`config.mk`:
```
export PLATFORM = sky130hd
export DESIGN_NAME = idle_fill_inserter
export DESIGN_NICKNAME = d
export VERILOG_FILES = /design/src/rtl/ifill_pkg.sv /design/src/rtl/ifill_slot_ctrl.sv /design/src/rtl/ifill_fill_gen.sv /design/src/rtl/ifill_data_fmt.sv /design/src/rtl/idle_fill_inserter.sv
export SDC_FILE = /design/constraint.sdc
export NUM_CORES = 1
export LEC_CHECK = 0
export BUFFER_PORTS_ARGS = -buffer_cell sky130_fd_sc_hd__buf_2
export CELL_PAD_IN_SITES_DETAIL_PLACEMENT = 0
export CELL_PAD_IN_SITES_GLOBAL_PLACEMENT = 2
export CORE_UTILIZATION = 24
export DETAILED_ROUTE_END_ITERATION = 8
export PLACE_DENSITY_LB_ADDON = 0.1
export SLEW_MARGIN = 20
export SYNTH_ARGS = -nofsm -noshare
export SYNTH_HDL_FRONTEND = slang
export SYNTH_SLANG_ARGS = --single-unit
```
`constraint.sdc`:
```
create_clock -name clk -period 1.5 [get_ports clk]
set_clock_uncertainty 0.1 [all_clocks]
set_input_delay 0.225 -clock clk [delete_from_list [all_inputs] [get_ports clk]]
set_output_delay 0.225 -clock clk [all_outputs]
set_load 0.05 [all_outputs]
```
`src/rtl/ifill_pkg.sv`:
```
// Package: shared constants and types for the idle-fill inserter.
// Assumes 10-bit codes carry their first serial bit in bit 9.
package ifill_pkg;
    localparam int NARROW_W = 10;

    // K28.5 comma, both running-disparity forms
    localparam logic [NARROW_W-1:0] COMMA_NEG = 10'b0011111010;
    localparam logic [NARROW_W-1:0] COMMA_POS = 10'b1100000101;

    // Running disparity of the next comma to send
    typedef enum logic {
        RD_NEG = 1'b0,
        RD_POS = 1'b1
    } disp_t;
endpackage

```
`src/rtl/ifill_slot_ctrl.sv`:
```
// Module: slot controller. Decides per slot whether to pop the FIFO or fill.
// Assumes a show-ahead FIFO whose empty flag is valid every cycle.
module ifill_slot_ctrl (
    input  logic clk,
    input  logic rst_n,
    input  logic fifo_empty,
    output logic fifo_rd,
    output logic fill_req
);
    // Pop only when a word is present and the block is out of reset
    always_comb begin
        fifo_rd  = rst_n & ~fifo_empty;
        fill_req = fifo_empty;
    end

    p_no_empty_read_r2: assert property (@(posedge clk) disable iff (!rst_n)
        fifo_empty |-> !fifo_rd);
    p_read_when_ready_r2: assert property (@(posedge clk) disable iff (!rst_n)
        !fifo_empty |-> fifo_rd);
endmodule

```
`src/rtl/ifill_fill_gen.sv`:
```
// Module: fill generator. Produces the sync fill character and tracks the
// comma's running disparity. Only 10-bit fills advance the toggle.
module ifill_fill_gen
    import ifill_pkg::*;
#(
    parameter int                CHAR_W    = 12,
    parameter logic [CHAR_W-1:0] WIDE_FILL = 12'b011000010001
) (
    input  logic              clk,
    input  logic              rst_n,
    input  logic              fill_req,
    input  logic              wide_mode,
    output logic [CHAR_W-1:0] fill_char
);
    localparam int PAD_W = CHAR_W - NARROW_W;

    disp_t disp_q;
    logic  comma_slot;

    // A comma is sent when a fill is requested in 10-bit mode
    always_comb comma_slot = fill_req & ~wide_mode;

    // Flip the disparity after each comma is sent; start negative
    always_ff @(posedge clk) begin
        if (!rst_n)
            disp_q <= RD_NEG;
        else if (comma_slot)
            disp_q <= (disp_q == RD_NEG) ? RD_POS : RD_NEG;
    end

    // Select the fill: the fixed wide pattern, or the comma in its current form
    always_comb begin
        if (wide_mode)
            fill_char = WIDE_FILL;
        else
            fill_char = {{PAD_W{1'b0}}, (disp_q == RD_NEG) ? COMMA_NEG : COMMA_POS};
    end

    p_comma_alternates_r6: assert property (@(posedge clk) disable iff (!rst_n)
        comma_slot |=> disp_q != $past(disp_q));
    p_disp_held_r7: assert property (@(posedge clk) disable iff (!rst_n)
        !comma_slot |=> disp_q == $past(disp_q));
endmodule

```
`src/rtl/ifill_data_fmt.sv`:
```
// Module: data formatter. Passes the user word through unchanged at the
// selected width. Unused upper bits are zero in 10-bit mode.
module ifill_data_fmt
    import ifill_pkg::*;
#(
    parameter int CHAR_W = 12
) (
    input  logic [CHAR_W-1:0] fifo_data,
    input  logic              wide_mode,
    output logic [CHAR_W-1:0] data_char
);
    localparam int PAD_W = CHAR_W - NARROW_W;

    logic [CHAR_W-1:0] narrow_char;

    // Zero-extend the 10-bit word, with or without pad bits
    generate
        if (PAD_W > 0) begin : g_pad
            always_comb narrow_char = {{PAD_W{1'b0}}, fifo_data[NARROW_W-1:0]};
        end else begin : g_nopad
            always_comb narrow_char = fifo_data;
        end
    endgenerate

    // Pick the full word or the narrow word by mode
    always_comb data_char = wide_mode ? fifo_data : narrow_char;
endmodule

```
`src/rtl/idle_fill_inserter.sv`:
```
// Module: top of the idle-fill inserter. Each cycle is one character slot.
// A ready word is forwarded; an empty FIFO yields sync fill. The output is
// registered one cycle after the slot decision.
module idle_fill_inserter
    import ifill_pkg::*;
#(
    parameter int                CHAR_W    = 12,
    parameter logic [CHAR_W-1:0] WIDE_FILL = 12'b011000010001
) (
    input  logic              clk,
    input  logic              rst_n,
    input  logic              wide_mode,
    input  logic              fifo_empty,
    input  logic [CHAR_W-1:0] fifo_data,
    output logic              fifo_rd,
    output logic [CHAR_W-1:0] char_out,
    output logic              fill_active
);
    logic              fill_req;
    logic [CHAR_W-1:0] fill_char;
    logic [CHAR_W-1:0] data_char;

    ifill_slot_ctrl u_slot (
        .clk        (clk),
        .rst_n      (rst_n),
        .fifo_empty (fifo_empty),
        .fifo_rd    (fifo_rd),
        .fill_req   (fill_req)
    );

    ifill_fill_gen #(
        .CHAR_W    (CHAR_W),
        .WIDE_FILL (WIDE_FILL)
    ) u_fill (
        .clk       (clk),
        .rst_n     (rst_n),
        .fill_req  (fill_req),
        .wide_mode (wide_mode),
        .fill_char (fill_char)
    );

    ifill_data_fmt #(
        .CHAR_W (CHAR_W)
    ) u_fmt (
        .fifo_data (fifo_data),
        .wide_mode (wide_mode),
        .data_char (data_char)
    );

    // Register the chosen character and the fill flag for the serializer
    always_ff @(posedge clk) begin
        if (!rst_n) begin
            char_out    <= '0;
            fill_active <= 1'b0;
        end else begin
            char_out    <= fill_req ? fill_char : data_char;
            fill_active <= fill_req;
        end
    end

    p_reset_clears_r1: assert property (@(posedge clk)
        !rst_n |=> (char_out == '0) && !fill_active);
    p_pass_narrow_r3: assert property (@(posedge clk) disable iff (!rst_n)
        (fifo_rd && !wide_mode) |=>
            char_out == {{(CHAR_W-NARROW_W){1'b0}}, $past(fifo_data[NARROW_W-1:0])});
    p_pass_wide_r4: assert property (@(posedge clk) disable iff (!rst_n)
        (fifo_rd && wide_mode) |=> char_out == $past(fifo_data));
    p_comma_sent_r5: assert property (@(posedge clk) disable iff (!rst_n)
        (fifo_empty && !wide_mode) |=>
            (char_out[NARROW_W-1:0] == COMMA_NEG) || (char_out[NARROW_W-1:0] == COMMA_POS));
    p_wide_fill_r8: assert property (@(posedge clk) disable iff (!rst_n)
        (fifo_empty && wide_mode) |=> char_out == WIDE_FILL);
    p_fill_flag_r9: assert property (@(posedge clk) disable iff (!rst_n)
        fifo_empty |=> fill_active);
    p_data_flag_r9: assert property (@(posedge clk) disable iff (!rst_n)
        !fifo_empty |=> !fill_active);
endmodule

```
==> results.yml, run 1 <==
route:
  route.detailed.drc: 0
  drt_pre_antenna_iters: 2
  ant_nets: 0
  drt-total-wl_um: 976
  drt_iter0_markers: 2
  wl_per_cell_um: 9.295
  avgViaCountPerCell: 4.010
  vias: 421
clock_network:
  clockBufferDepth: 2
  cts_setup_buffers: 0
  clkTransAtPathRegs_ns: 0.08
  cts_made_buffers: 3
  cts_resized: 0
  cts_hold_buf: 0
  cts_root_buf: "clkbuf_4"
  cts_sinks: 14
  htree_levels: 1
  cts_tree: "built"
  insertion_delay_ns: 0.27
cells_and_area:
  fillers: 234
  antenna_cells: 0
  final_util_pct: 36.16
  final_cell_mix: "29 x buf_2, 14 x dfxtp_1, 6 x nand2_1, 6 x nand3b_1, 3 x clkbuf_4"
  final_cells: 105
  layout_commonest_cell: "buf_2"
  fin_area_um2: 709.4
  drive_gt1_share_pct: 51.28
  syn2layout_area_growth_pct: 40.35
  nets: 95
placed_design:
  port_buffers: 29
  dpl.cell_count: 101
  gp_congestion: 0.6631
  dpl.hpwl_um: 760
  placed_area_um2: 673.1
  place_ws_ns: 0.3484
sta:
  maxSlewHeadroom_pct: 81.91
  fin_ws_ns: 0.3400
  tns_ns: 0
  fin_hold_ws_ns: 0.06727
  fin_crit_ns: 1.160
  fmax_mhz: 862.0
  finalSetupViolCount: 0
  rsz0062_at_grt: "no"
  hold_viol: 0
  slew_viol_final: 0
  worstMarginPinSlew_ns: 0.2714
  period_share_pct: 77.34
pwr:
  p_leak_nw: 0.3678
  power_mw: 0.8331
  power-per-cell-area_nw_per_um2: 1174
  ir_drop_mv: 0.4755
critical_path:
  ff2ff_path_depth: 2
  critPathMaxFanout: 1
  worstPathCellList: "buf_2"
  arrival_ns: 0.84
  critPathTopFamily: "flip-flops"
  slowest_delay_ns: 0.31
  path_depth: 1
  cp-end-kind: "primary output"
  path_buf_inv: 1
  slowest_stage: "dfxtp_1"
  critPathKind: "reg2out"
  critical_path_required_ns: 1.17
  critPathLaunchType: "flip-flop"
global_routing:
  antenna_found_initial: 0
  grt.overflow.total: 0
  grt_pass1_vias: 355
  grt_max_degree: 18
  grtUsageTotal_pct: 9.670
  grt_pass1_wl_um: 1455
floorplanning:
  core_area_um2: 1962
  fp.dieH_um: 47.90
  die_area_um2: 2294
  io_pins: 30
  die_w_um: 47.90
  rows: 16
  start_util_pct: 25.77
logic_synthesis:
  synth.avg_cell_area_um2: 10.99
  synth.ff_latch_count: 14
  syn_area_um2: 505.5
  yosysWarnings: 0
  syn-instance-count: 46
  synth_cell_type_count: 18
  synth_nets: 62
  synth_seq_area_share_pct: 55.45
hold_path:
  min_path_cells: 2
  hold_class: "in2reg"
flow_run:
  max-cap-violations: 0
outcome:
  run_status: "complete, no violations"
## synth_stat cells
| master | number | area (um^2) |
|---|---|---|
| nor3b_2 | 1 | 12.51 |
| nand4bb_2 | 1 | 16.27 |
| nand2b_1 | 2 | 12.51 |
| buf_4 | 1 | 7.510 |
| a21boi_1 | 2 | 15.01 |
| buf_6 | 1 | 11.26 |
| o21ai_2 | 2 | 17.52 |
| a21oi_2 | 1 | 8.760 |
| o21ai_1 | 2 | 10.01 |
| and2b_1 | 1 | 7.510 |
| and3_1 | 1 | 6.260 |
| nand2_1 | 6 | 22.52 |
| nand3b_1 | 6 | 45.04 |
| and2_1 | 1 | 6.260 |
| dfxtp_1 | 14 | 280.3 |
| o211a_1 | 1 | 10.01 |
| nor2b_2 | 1 | 8.760 |
| nor2_1 | 2 | 7.510 |
## final timing paths
check	slack (ns)	from	endpoint
max	0.34	char_out[4]	char_out[4]
min	0.07	fifo_data[10]	char_out[10]
max reg2reg	0.54	u_fill.disp_q	u_fill.disp_q
min reg2reg	0.42	u_fill.disp_q	char_out[4]
## sequential cells by signal (all words and copies together) (netlist names)
name           count
fill_active        1
char_out          12
u_fill.disp_q      1
## area by class of cell
type | count | area [um^2] | area share (%)
Sequential cell | 14 | 280.3 | 39.51
Timing Repair Buffer | 30 | 152.6 | 21.52
Clock buffer | 4 | 36.28 | 5.115
Tap cell | 27 | 33.78 | 4.762
Multi-Input combinational cell | 30 | 206.4 | 29.10
## logic make-up after synthesis
logic type / after synthesis / share of synthesized area, %
and+or+nand+nor: 22 / 28.72
DFF: 14 / 55.45
AOI/OAI and AO/OA: 8 / 12.13
buffers and inverters: 2 / 3.713
## per-layer routing
metal,wire [um],GRT usage [%]
met1,424,9.598
met2,440,15.68
met3,100,6.038
met4,10,5.000
met5,0,0
## power breakdown
part	internal (mW)	switching (mW)
clock network	0.147	0.110
registers	0.395	0.00691
logic	0.0519	0.122
total	0.594	0.239
Note: power is estimated with default switching activity, not from simulation.
==> run 2, diff against run 1 <==
--- a/config.mk
+++ b/config.mk
@@ -8,7 +8,7 @@
 export BUFFER_PORTS_ARGS = -buffer_cell sky130_fd_sc_hd__buf_2
 export CELL_PAD_IN_SITES_DETAIL_PLACEMENT = 0
 export CELL_PAD_IN_SITES_GLOBAL_PLACEMENT = 2
-export CORE_UTILIZATION = 24
+export CORE_UTILIZATION = 22
 export DETAILED_ROUTE_END_ITERATION = 8
 export PLACE_DENSITY_LB_ADDON = 0.1
 export SLEW_MARGIN = 20
==> constraint.sdc (replaced) <==
create_clock -name clk -period 1.1 [get_ports clk]
set_clock_uncertainty 0.1 [all_clocks]
set_input_delay 0.165 -clock clk [delete_from_list [all_inputs] [get_ports clk]]
set_output_delay 0.165 -clock clk [all_outputs]
set_load 0.05 [all_outputs]
==> run 2 against run 1 <==
Net effect:
- sequential power up 37%
- cell area is 6.2% higher
- cell count increased by 0.95%
- sequential share of layout area decreased by 2.3 points
- core utilization increased by 0.37 points
- non-clock buffer count up 1
- via count rose by 2.4%
- largest cell class unchanged
==> results.yml, run 2 (same netlist as run 1, synthesis figures left out) <==
floorplanning:
  die_area_um2: 2494
  fp.dieH_um: 49.94
  io_pins: 30
  core_area_um2: 2062
  start_util_pct: 24.51
  rows: 16
  die_w_um: 49.94
sta:
  fmax_mhz: 946.9
  maxSlewHeadroom_pct: 83.60
  worstMarginPinSlew_ns: 0.2478
  fin_ws_ns: 0.04397
  finalSetupViolCount: 0
  rsz0062_at_grt: "no"
  tns_ns: 0
  slew_viol_final: 0
  hold_viol: 0
  period_share_pct: 96.00
  fin_crit_ns: 1.056
clock_network:
  cts_root_buf: "clkbuf_4"
  cts_made_buffers: 3
  cts_setup_buffers: 0
  cts_sinks: 14
  clkTransAtPathRegs_ns: 0.08
  clockBufferDepth: 2
  cts_tree: "built"
  insertion_delay_ns: 0.27
  htree_levels: 1
  cts_hold_buf: 0
route:
  drt_iter0_markers: 4
  drt-total-wl_um: 1086
  avgViaCountPerCell: 4.066
  ant_nets: 0
  wl_per_cell_um: 10.25
  drt_pre_antenna_iters: 3
  vias: 431
  route.detailed.drc: 0
global_routing:
  grt.busiest_layer: "met2"
  grtUsageMet2_pct: 12.84
  grt_util_met3_pct: 6.173
  antenna_found_initial: 0
  grt_util_met1_pct: 10.17
  grt.overflow.total: 0
  grtUsageTotal_pct: 9.033
  grt_pass1_vias: 358
  grt_max_degree: 15
  grt_pass1_wl_um: 1614
critical_path:
  critPathKind: "reg2out"
  critPathTopFamily: "flip-flops"
  cp-end-kind: "primary output"
  slowest_delay_ns: 0.32
  worstPathCellList: "buf_4"
  ff2ff_path_depth: 2
  slowest_stage: "dfxtp_1"
  rr_endpoint: "char_out[1]"
  arrival_ns: 0.79
  critPathLaunchType: "flip-flop"
  critical_path_required_ns: 0.83
  critPathMaxFanout: 1
  reg2reg_slack_ns: 0.13
  timing.rr.start: "u_fill.disp_q"
  path_buf_inv: 1
pwr:
  p_leak_nw: 0.3774
  ir_drop_mv: 0.5946
  power-per-cell-area_nw_per_um2: 1552
cells_and_area:
  top_register: "char_out"
  final_util_pct: 36.53
  final_cell_mix: "16 x buf_2, 14 x dfxtp_1, 14 x buf_4, 6 x nand2_1, 6 x nand3b_1"
  syn2layout_area_growth_pct: 49.01
  antenna_cells: 0
  layout_commonest_cell: "buf_2"
  drive_gt1_share_pct: 51.90
  multiInputGateArea_um2: 206.4
  regArea_um2: 280.3
  fillers: 218
  largestRegisters: "char_out x12, fill_active x1, u_fill.disp_q x1"
  nets: 96
  largest_reg_flops: 12
placed_design:
  place_ws_ns: 0.1026
  port_buffers: 29
  gp_congestion: 0.7300
outcome:
  run_status: "complete, no violations"
flow_run:
  max-cap-violations: 0
hold_path:
  min_path_cells: 2
  hold_class: "in2reg"
  hold_start: "fifo_data[10]"
  min_to: "char_out[10]"
==> run 2: worst max path at each step <==
| stage | depth (start not counted) | start | slack (ns) | end |
|---|---|---|---|---|
| 6_report | 1 | char_out[10] | 0.04 | char_out[10] |
| 5_1_grt | 1 | char_out[8] | 0.004 | char_out[8] |
| 4_1_cts | 1 | char_out[7] | 0.001 | char_out[7] |
| 3_5_place_dp | 3 | fifo_empty | 0.10 | fifo_rd |
| 3_3_place_gp | 3 | fifo_empty | 0.12 | fifo_rd |
| 2_1_floorplan | 2 | rst_n | 0.09 | char_out[11] |
==> run 2: routing by layer <==
layer / vias to the layer above / part of all wire (%)
li1: 221 / -
met1: 192 / 43
met2: 16 / 48
met3: 2 / 8.1
met4: 0 / 1.0
met5: - / 0
==> run 2: area by class of cell <==
class / instances / share of cell area, %
Sequential cell: 14 / 37.21
Multi-Input combinational cell: 30 / 27.41
Timing Repair Buffer: 31 / 26.08
Clock buffer: 4 / 4.817
Tap cell: 27 / 4.485
==> run 2: worst register-to-register path, delay by kind of cell (launching register included) <==
family | cells | cell delay, ns
AND/OR/NAND/NOR | 2 | 0.43
flip-flops | 1 | 0.37
==> run 2: report_power, final <==
part	internal (mW)	switching (mW)	total [mW]
registers	0.539	0.0121	0.551
logic	0.0916	0.168	0.260
clock network	0.201	0.156	0.358
==> run 2: repair_timing <==
action,CTS,global route
resized for setup,12,3
pin swaps,0,0
setup endpoints to repair,12,2
==> run 2: metrics by stage <==
| stage | hold slack (ns) | std cells | cell area (um^2) | total power [mW] |
|---|---|---|---|---|
| finish | 0.01339 | 106 | 753.2 | 1.169 |
| global route | 0.007631 | 106 | 753.2 | 1.232 |
| detailed placement | 0.2904 | 102 | 680.7 | 0.8053 |
| global placement | 0.2908 | 102 | 680.7 | 0.8045 |
| CTS | 0.0009919 | 106 | 747.0 | 1.182 |
| floorplan | 0.1919 | 46 | 505.5 | 0.7314 |
==> run 3, diff against run 2 <==
--- a/config.mk
+++ b/config.mk
@@ -10,6 +10,7 @@
 export CELL_PAD_IN_SITES_GLOBAL_PLACEMENT = 2
 export CORE_UTILIZATION = 22
 export DETAILED_ROUTE_END_ITERATION = 8
+export HOLD_SLACK_MARGIN = 0.03
 export PLACE_DENSITY_LB_ADDON = 0.1
 export SLEW_MARGIN = 20
 export SYNTH_ARGS = -nofsm -noshare
==> run 3 against run 2 <==
Net effect:
- die area unchanged
- cell area up 13%
- clock-buffer cell count unchanged
- combinational power up 10%
- clock power about the same
- register-to-register slack about the same
- sequential share of layout area down 4.4 points
- non-clock buffer count up 10
- global-route usage up 0.26 points
- via count up 9.0%
- critical path type unchanged
- critical endpoint unchanged
==> results.yml, run 3 (same netlist as run 1, synthesis figures left out) <==
outcome:
  run_status: "complete, no violations"
floorplanning:
  fp.dieH_um: 49.94
  io_pins: 30
  die_w_um: 49.94
  core_area_um2: 2062
  start_util_pct: 24.51
  die_area_um2: 2494
  rows: 16
route:
  avgViaCountPerCell: 4.052
  route.detailed.drc: 0
  drt_pre_antenna_iters: 4
  drt_iter0_markers: 4
  wl_per_cell_um: 9.897
  vias: 470
  ant_nets: 0
  drt-total-wl_um: 1148
sta:
  fmax_mhz: 943.1
  period_share_pct: 96.39
  tns_ns: 0
  finalSetupViolCount: 0
  maxSlewHeadroom_pct: 83.59
  hold_viol: 0
  slew_viol_final: 0
  rsz0062_at_grt: "no"
  worstMarginPinSlew_ns: 0.2478
  fin_crit_ns: 1.060
cells_and_area:
  antenna_cells: 0
  final_cell_mix: "16 x buf_2, 14 x dfxtp_1, 14 x buf_4, 10 x dlygate4sd3_1"
  top_register: "char_out"
  largestRegisters: "char_out x12, fill_active x1, u_fill.disp_q x1"
  nets: 106
  final_util_pct: 41.38
  syn2layout_area_growth_pct: 68.81
  layout_commonest_cell: "buf_2"
  largest_reg_flops: 12
  drive_gt1_share_pct: 46.07
critical_path:
  critical_path_required_ns: 0.83
  critPathMaxFanout: 1
  cp-end-kind: "primary output"
  slowest_stage: "dfxtp_1"
  worstPathCellList: "buf_4"
  slowest_delay_ns: 0.33
  path_buf_inv: 1
  arrival_ns: 0.80
  critPathLaunchType: "flip-flop"
  critPathTopFamily: "flip-flops"
  critPathKind: "reg2out"
flow_run:
  max-cap-violations: 0
pwr:
  p_int_mw: 0.8550
  clkPwrFrac_pct: 29.9
  ir_drop_mv: 0.5948
  swShare_pct: 28.51
  power-per-cell-area_nw_per_um2: 1401
  seqPwrFrac_pct: 46.1
  switchingPower_mw: 0.3409
  p_comb_share_pct: 24.0
  p_leak_nw: 0.4192
clock_network:
  clkTransAtPathRegs_ns: 0.08
  cts_tree: "built"
  cts_sinks: 14
  htree_levels: 1
  clockBufferDepth: 2
  cts_made_buffers: 3
  cts_setup_buffers: 0
  insertion_delay_ns: 0.27
  cts_root_buf: "clkbuf_4"
global_routing:
  antenna_found_initial: 0
  grtUsageTotal_pct: 9.289
  grt_max_degree: 15
  grt_pass1_wl_um: 1669
  grt.overflow.total: 0
  grt_pass1_vias: 386
placed_design:
  gp_congestion: 0.7300
  port_buffers: 29
hold_path:
  hold_class: "in2reg"
-- run 3: per-layer routing --
| layer | wire [um] | GRT usage, % | share of wire [%] | vias to the layer above |
|---|---|---|---|---|
| met5 | 0 | 0 | 0 | - |
| met4 | 11 | 4.286 | 0.96 | 0 |
| met3 | 77 | 5.864 | 6.7 | 2 |
| met2 | 551 | 13.51 | 48 | 16 |
| met1 | 507 | 10.54 | 44 | 212 |
| li1 | - | - | - | 240 |
-- run 3: worst paths after layout --
check	startpoint	end	slack (ns)	depth (start not counted)
worst min-delay path	fifo_data[1]	char_out[1]	0.03	3
worst max register to register	u_fill.disp_q	char_out[1]	0.13	2
worst max-delay path	char_out[10]	char_out[10]	0.04	1
worst min register to register	u_fill.disp_q	char_out[4]	0.42	1
-- run 3: area by class of cell --
type / instances / area, um^2
Tap cell: 27 / 33.78
Sequential cell: 14 / 280.3
Fill cell: 208 / 1209
Multi-Input combinational cell: 30 / 206.4
Clock buffer: 4 / 36.28
Timing Repair Buffer: 41 / 296.5
-- run 3: what timing repair did --
item,in CTS,in global routing
resized for setup,12,3
hold buffers,8,2
endpoints found under the setup margin,12,2
pin swaps,0,0
endpoints found under the hold margin,8,2
gates cloned,0,0
-- run 3: per-stage QoR --
| stage | cells | worst slack [ns] | area [um^2] | power (mW) | hold slack [ns] |
|---|---|---|---|---|---|
| floorplan | 46 | 0.09063 | 505.5 | 0.7314 | 0.1919 |
| global placement | 102 | 0.1182 | 680.7 | 0.8045 | 0.2908 |
| detailed placement | 102 | 0.1026 | 680.7 | 0.8053 | 0.2904 |
| CTS | 114 | 0.001296 | 827.0 | 1.204 | 0.03129 |
| global route | 116 | 0.003884 | 853.3 | 1.261 | 0.03440 |
| finish | 116 | 0.03971 | 853.3 | 1.196 | 0.03432 |
-- run 3: power by group through the flow --
| stage | combinational, mW | clock [mW] | sequential, mW |
|---|---|---|---|
| finish | 0.287 | 0.358 | 0.551 |
| detailed placement | 0.244 | 0 | 0.562 |
| floorplan | 0.0627 | 0 | 0.669 |
| global placement | 0.244 | 0 | 0.560 |
| CTS | 0.281 | 0.371 | 0.551 |
| global route | 0.303 | 0.404 | 0.555 |
